`src/rtl/txs_pkg.sv`:
```
package txs_pkg;

  // Status bit positions that software decodes
  localparam int B_EXCESS = 4;
  localparam int B_DEFERRED = 5;
  localparam int B_PAUSED = 6;
  localparam int B_IRQ = 7;
  localparam int B_UNDER = 8;
  localparam int B_DEFER_ERR = 9;
  localparam int B_NO_CARR = 10;
  localparam int B_SQE = 11;
  localparam int B_LATE = 12;
  localparam int B_PARITY = 13;
  localparam int B_COMPLETE = 14;
  localparam int B_HALTED = 15;

  typedef struct packed {
    logic excess;
    logic deferred;
    logic paused;
    logic underrun;
    logic defer_err;
    logic no_carr;
    logic sqe;
    logic late;
    logic parity;
    logic halt;
    logic complete;
  } txs_flags_t;

  // Any flag that counts as an error condition
  function automatic logic any_error(input txs_flags_t f);
    return f.excess | f.underrun | f.defer_err | f.no_carr | f.sqe | f.late | f.parity;
  endfunction

  // Pack flags and collision count into the status word
  function automatic logic [15:0] pack_status(input txs_flags_t f, input logic [3:0] cnt,
                                              input logic irq_en);
    logic [15:0] w;
    logic err;
    err = any_error(f);
    w = '0;
    w[3:0] = cnt;
    w[B_EXCESS] = f.excess;
    w[B_DEFERRED] = f.deferred;
    w[B_PAUSED] = f.paused;
    w[B_UNDER] = f.underrun;
    w[B_DEFER_ERR] = f.defer_err;
    w[B_NO_CARR] = f.no_carr;
    w[B_SQE] = f.sqe;
    w[B_LATE] = f.late;
    w[B_PARITY] = f.parity;
    w[B_COMPLETE] = f.complete;
    w[B_HALTED] = f.halt | err;
    w[B_IRQ] = f.halt | err | (f.complete & irq_en);
    return w;
  endfunction

endpackage

```
`src/rtl/txs_coll_ctr.sv`:
```
module txs_coll_ctr #(
  parameter int MAX_COLL = 16,
  parameter int LATE_BITS = 512,
  localparam int CW = $clog2(MAX_COLL),
  localparam int PW = $clog2(LATE_BITS + 1)
) (
  input  logic          clk,
  input  logic          rst_n,
  input  logic          clr,
  input  logic          live,
  input  logic          bit_tick,
  input  logic          coll,
  output logic [CW-1:0] count,
  output logic          excess,
  output logic          late,
  output logic          hit_excess,
  output logic          hit_late
);

  logic [PW-1:0] pos;
  logic past_window;
  logic hit_count;

  function automatic logic window_over(input logic [PW-1:0] p);
    return p >= PW'(LATE_BITS);
  endfunction

  function automatic logic [CW-1:0] bump(input logic [CW-1:0] c, input logic wrap);
    return wrap ? '0 : c + 1'b1;
  endfunction

  assign past_window = window_over(pos);
  assign hit_late    = live & coll & past_window;
  assign hit_count   = live & coll & ~past_window;
  assign hit_excess  = hit_count & (count == CW'(MAX_COLL - 1));

  always_ff @(posedge clk or negedge rst_n) begin
    if (!rst_n) begin
      pos    <= '0;
      count  <= '0;
      excess <= 1'b0;
      late   <= 1'b0;
    end else if (clr) begin
      pos    <= '0;
      count  <= '0;
      excess <= 1'b0;
      late   <= 1'b0;
    end else begin
      if (hit_count)
        pos <= '0;
      else if (live && bit_tick && !past_window)
        pos <= pos + 1'b1;
      if (hit_count)
        count <= bump(count, hit_excess);
      if (hit_excess)
        excess <= 1'b1;
      if (hit_late)
        late <= 1'b1;
    end
  end

endmodule

```
`src/rtl/txs_defer_tmr.sv`:
```
module txs_defer_tmr #(
  parameter int DEFER_BITS = 32768,
  localparam int DW = $clog2(DEFER_BITS + 1)
) (
  input  logic clk,
  input  logic rst_n,
  input  logic clr,
  input  logic live,
  input  logic bit_tick,
  input  logic waiting,
  output logic deferred,
  output logic defer_err,
  output logic hit_expire
);

  logic [DW-1:0] dcnt;

  function automatic logic at_limit(input logic [DW-1:0] c);
    return c == DW'(DEFER_BITS - 1);
  endfunction

  assign hit_expire = live & waiting & bit_tick & at_limit(dcnt);

  always_ff @(posedge clk or negedge rst_n) begin
    if (!rst_n) begin
      dcnt      <= '0;
      deferred  <= 1'b0;
      defer_err <= 1'b0;
    end else if (clr) begin
      dcnt      <= '0;
      deferred  <= 1'b0;
      defer_err <= 1'b0;
    end else begin
      if (!waiting)
        dcnt <= '0;
      else if (live && bit_tick && dcnt < DW'(DEFER_BITS))
        dcnt <= dcnt + 1'b1;
      if (live && waiting)
        deferred <= 1'b1;
      if (hit_expire)
        defer_err <= 1'b1;
    end
  end

endmodule

```
`src/rtl/txs_tracker.sv`:
```
module txs_tracker #(
  parameter int MAX_COLL = 16,
  parameter int LATE_BITS = 512,
  parameter int DEFER_BITS = 32768,
  localparam int CW = $clog2(MAX_COLL)
) (
  input  logic        clk,
  input  logic        rst_n,
  input  logic        bit_tick,
  input  logic        frm_start,
  input  logic        frm_end,
  input  logic        coll_det,
  input  logic        carrier,
  input  logic        fifo_empty,
  input  logic        fifo_par_err,
  input  logic        defer_wait,
  input  logic        halt_req,
  input  logic        hold_req,
  input  logic        sqe_miss,
  input  logic        cmpl_irq_en,
  output logic [15:0] tx_status,
  output logic        abort_o,
  output logic        done_o
);
  import txs_pkg::*;

  logic          active;
  logic          live;
  logic          carr_seen;
  logic [CW-1:0] coll_cnt;
  logic          excess_f, late_f, hit_excess, hit_late;
  logic          deferred_f, defer_err_f, hit_expire;
  logic          abort_evt, end_evt;
  txs_flags_t    flags;
  logic          underrun_f, parity_f, halt_f, sqe_f, paused_f, no_carr_f, complete_f;

  // Events count only while a frame is open and not being restarted
  assign live = active & ~frm_start;

  txs_coll_ctr #(.MAX_COLL(MAX_COLL), .LATE_BITS(LATE_BITS)) u_coll (
    .clk(clk), .rst_n(rst_n), .clr(frm_start), .live(live), .bit_tick(bit_tick),
    .coll(coll_det), .count(coll_cnt), .excess(excess_f), .late(late_f),
    .hit_excess(hit_excess), .hit_late(hit_late)
  );

  txs_defer_tmr #(.DEFER_BITS(DEFER_BITS)) u_defer (
    .clk(clk), .rst_n(rst_n), .clr(frm_start), .live(live), .bit_tick(bit_tick),
    .waiting(defer_wait), .deferred(deferred_f), .defer_err(defer_err_f),
    .hit_expire(hit_expire)
  );

  assign abort_evt = live & (hit_excess | hit_late | hit_expire | fifo_empty |
                             fifo_par_err | halt_req);
  assign end_evt   = live & (frm_end | abort_evt);

  always_ff @(posedge clk or negedge rst_n) begin
    if (!rst_n) begin
      active     <= 1'b0;
      carr_seen  <= 1'b0;
      underrun_f <= 1'b0;
      parity_f   <= 1'b0;
      halt_f     <= 1'b0;
      sqe_f      <= 1'b0;
      paused_f   <= 1'b0;
      no_carr_f  <= 1'b0;
      complete_f <= 1'b0;
      abort_o    <= 1'b0;
      done_o     <= 1'b0;
    end else begin
      abort_o <= abort_evt;
      done_o  <= end_evt;
      if (frm_start) begin
        active     <= 1'b1;
        carr_seen  <= 1'b0;
        underrun_f <= 1'b0;
        parity_f   <= 1'b0;
        halt_f     <= 1'b0;
        sqe_f      <= 1'b0;
        paused_f   <= 1'b0;
        no_carr_f  <= 1'b0;
        complete_f <= 1'b0;
      end else if (live) begin
        if (carrier)      carr_seen  <= 1'b1;
        if (fifo_empty)   underrun_f <= 1'b1;
        if (fifo_par_err) parity_f   <= 1'b1;
        if (halt_req)     halt_f     <= 1'b1;
        if (sqe_miss)     sqe_f      <= 1'b1;
        if (hold_req)     paused_f   <= 1'b1;
        if (frm_end && !abort_evt && !carr_seen && !carrier)
          no_carr_f <= 1'b1;
        if (end_evt) begin
          complete_f <= 1'b1;
          active     <= 1'b0;
        end
      end
    end
  end

  always_comb begin
    flags.excess    = excess_f;
    flags.deferred  = deferred_f;
    flags.paused    = paused_f;
    flags.underrun  = underrun_f;
    flags.defer_err = defer_err_f;
    flags.no_carr   = no_carr_f;
    flags.sqe       = sqe_f;
    flags.late      = late_f;
    flags.parity    = parity_f;
    flags.halt      = halt_f;
    flags.complete  = complete_f;
  end

  assign tx_status = pack_status(flags, 4'(coll_cnt), cmpl_irq_en);

endmodule


```
`config.mk`:
```
export PLATFORM = sky130hd
export DESIGN_NAME = txs_tracker
export DESIGN_NICKNAME = d
export VERILOG_FILES = /design/src/rtl/txs_pkg.sv /design/src/rtl/txs_coll_ctr.sv /design/src/rtl/txs_defer_tmr.sv /design/src/rtl/txs_tracker.sv
export SDC_FILE = /design/constraint.sdc
export NUM_CORES = 1
export LEC_CHECK = 0
export ABC_AREA = 1
export CORE_ASPECT_RATIO = 1.1
export CORE_UTILIZATION = 51
export CTS_BUF_LIST = sky130_fd_sc_hd__clkbuf_8
export DETAILED_ROUTE_END_ITERATION = 10
export PLACE_DENSITY = 0.8
export SLEW_MARGIN = 20
export SYNTH_ARGS = -nofsm -noshare
export SYNTH_HDL_FRONTEND = slang
export SYNTH_SLANG_ARGS = --single-unit
```
`constraint.sdc`:
```
create_clock -name clk -period 1.55 [get_ports clk]
set_clock_uncertainty 0.15 [all_clocks]
set_input_delay 0.2325 -clock clk [delete_from_list [all_inputs] [get_ports clk]]
set_output_delay 0.2325 -clock clk [all_outputs]
set_load 0.01 [all_outputs]
```
==> metrics.txt <==
status complete, but fails checks; failing checks negative setup slack; hold crit path type in2reg; Seq pwr share between 40% and 50%; synthesized flop and latch total 45; CTS H-tree depth 2; combinational share of power about 15%; Final Max Tran Viols 0; Int Power slightly above 2000 uW; Net Switching ~670 uW; Hold EP u_defer.defer_err; DRC marker count from the first detailed-route iteration 222; crit path max-delay cell type dfrtp_1; post-synthesis sequential area ratio a little under half; Final Setup Violations 10; fraction of layout cells with a size suffix above 1 33.2%; CP max FO 2; Top reg by flops u_defer.dcnt; CTS tree yes; number of global-route vias before repair around 2100; Syn Nets ~310; synth unique cells 32; core box area ~4400 sq um; drt first pass iters 5; fmax 555 MHz; hold path startpoint frm_start; dpl hpwl 3.83 mm; # rows 25; DRC 0; most common cell after layout, fill and taps aside buf_4; Simple-Gate Fraction of Synth Area 30.0%; Pwr Density ~790 nW/um^2; DR WL/cell about 16 um; routability cong. roughly 0.9; die area 5040 sq um; Clk network pwr share slightly below 40%; GRT Total Usage 25.8%; critical path endpoint category output pin; area grow syn2layout 41.3%; Post-synth EDFFs 0; setup TNS -743 ps; largest net degree at the start of global routing between 40 and 50; IO Pins 32; fin nets 385; flop2flop setup slack -10 ps; mean post-synth cell area between 8 and 9 sq um; post-synthesis compound-gate area fraction 11.5%; slew at the pin closest to its max-slew limit roughly 280 ps; main combinational cell family by area after synthesis simple AND/OR/NAND/NOR gates; ant diodes 0; pre-CTS setup slack -380 ps; Chip Width ~68 um; adder-cell share of the synthesized area slightly above 2%; Clk Latency, worst-skew pair slightly above 300 ps; CP top delay family flip-flops; Arrival @ worst endpoint about 1400 ps; Max rail drop VDD 614 uV; Vias roughly 2400; synth warn 0; mux cell area share after synthesis 0%; max-cap violations 0; xor and xnor area share after synthesis less than 1%; CTS clk-pin slew, worst paths ~90 ps; relative slew slack between 80% and 90%; CTS root buf clkbuf_8; first-pass GRT wire length around 9.6 mm; CP Launch Type flip-flop; Tcrit/Tclk final 116%; worst r2r src u_defer.dcnt[1]; final hold violation count 0; grt total ovfl 0; FF-to-FF End u_defer.dcnt[2]; antenna violations before repair 0; I/O Buffers 31; Post-DRT Antenna Nets 0; Setup WS post-layout -253 ps; Inserted Clock Buffers 5; starting density of the core between 50 and 60%; crit path kind reg2out; CTS Buffer Depth 2; Critical Path Source sqe_f; switching share of power about a quarter; hold path depth 3; most frequent cells in the layout buf_4 (49), nand2_1 (46), dfrtp_1 (42); CTS sink cnt 45; critical path cell sequence nor4_2 -> buf_4 -> nand3_2 -> buf_6; max reg flops 16; Buf+Inv Stages, Crit Path 2; routed wire length 6.93 mm; Leakage 0.00165 uW; biggest regs u_defer.dcnt x16, u_coll.pos x10, u_coll.count x4; max incr delay on CP between 400 and 500 ps; worst r2r path cells 7; Post-Syn Area ~2400 sq um; async set-reset flop share out of synthesis between 90% and 100%; Worst Path Required between 1000 and 1500 ps; RSZ-0062 raised after global routing yes; die height approximately 74 um; final worst path period need ~1800 ps; Syn Inst Count 287; Via-to-Cell Ratio between 5 and 6; Top FF cell, synth dfrtp_1
-- metrics by stage --
stage / hold WS [ps] / total power [uW] / util, % / cell area, sq um / cells
2_1_floorplan: -213 / 1420 / - / 2430 / 287
3_3_place_gp: 82.0 / 1620 / 68.1 / 3030 / 400
3_5_place_dp: 82.6 / 1630 / 68.1 / 3030 / 400
4_1_cts: 231 / 2680 / 73.5 / 3260 / 418
5_1_grt: 219 / 2810 / 77.3 / 3430 / 422
6_report: 234 / 2710 / 77.3 / 3430 / 422
-- repair_timing --
| item | 4_1_cts | 5_1_grt |
|---|---|---|
| setup endpoints to repair | 31 | 31 |
| hold endpoints to repair | 45 | 0 |
| pin swaps | 8 | 14 |
| hold buffers | 1 | 0 |
| gates resized for setup | 40 | 42 |
| setup buffers | 9 | 4 |
-- how the worst max path moves through the flow --
stage	cells past startpoint	slack [ps]	endpoint
after floorplan	9	80	u_coll.pos[3]
after global placement	8	-350	u_defer.dcnt[12]
after detailed placement	10	-380	u_defer.dcnt[7]
after CTS	4	-180	tx_status[15]
after global routing	4	-310	tx_status[15]
final	4	-250	tx_status[7]
-- Yosys cell counts, types with 3 or more instances --
library cell,count,area share (%)
nand2_1,54,8.3
dfrtp_1,45,46
inv_1,31,4.8
nor2_1,28,4.3
nand3_1,20,4.1
a21oi_1,19,3.9
o21ai_0,15,3.1
buf_4,10,3.1
nand4_1,9,2.3
a22o_1,7,2.5
nand2_4,6,2.8
nor2_4,6,2.8
nor3_1,5,1.0
ha_1,4,2.1
nor2_2,4,1.0
inv_2,3,0.46
inv_4,3,0.77
-- layer usage --
metal  GRT usage, %  part of all wire [%]  wire length, um
met5              0                     0                0
met4           9.49                   3.0              206
met3           4.91                   6.1              423
met2           46.6                    53             3690
met1           29.9                    38             2610
-- power by group through the flow --
stage	combinational [uW]	clock [uW]	sequential [uW]
global route	451	1120	1240
detailed placement	372	0	1260
global placement	364	0	1250
finish	417	1060	1240
CTS	375	1070	1230
floorplan	163	0	1260
-- worst reg2reg max path, delay by kind of cell, from the launching register on --
kind	cells	cell delay (ps)
flip-flops	1	440
adder cells (fa/ha/maj)	1	190
buffers and inverters	4	420
AO/OA/AOI/OAI	2	230
-- layout make-up --
type / count / area [sq um]
clock buffers: 5 / 68.8
clock inverters: 3 / 65.1
fillers: 240 / 1010
inverters: 37 / 149
multi-input cells: 193 / 1230
flip-flops and latches: 45 / 1130
well taps: 54 / 67.6
repair buffers: 85 / 724
-- cells by family after synthesis --
kind of cell             after synthesis
buffers and inverters                 49
adder cells (fa/ha/maj)                4
flip-flops                            45
AO/OA/AOI/OAI                         48
XOR/XNOR                               1
AND/OR/NAND/NOR                      140
Note: power is estimated with default switching activity, not from simulation.
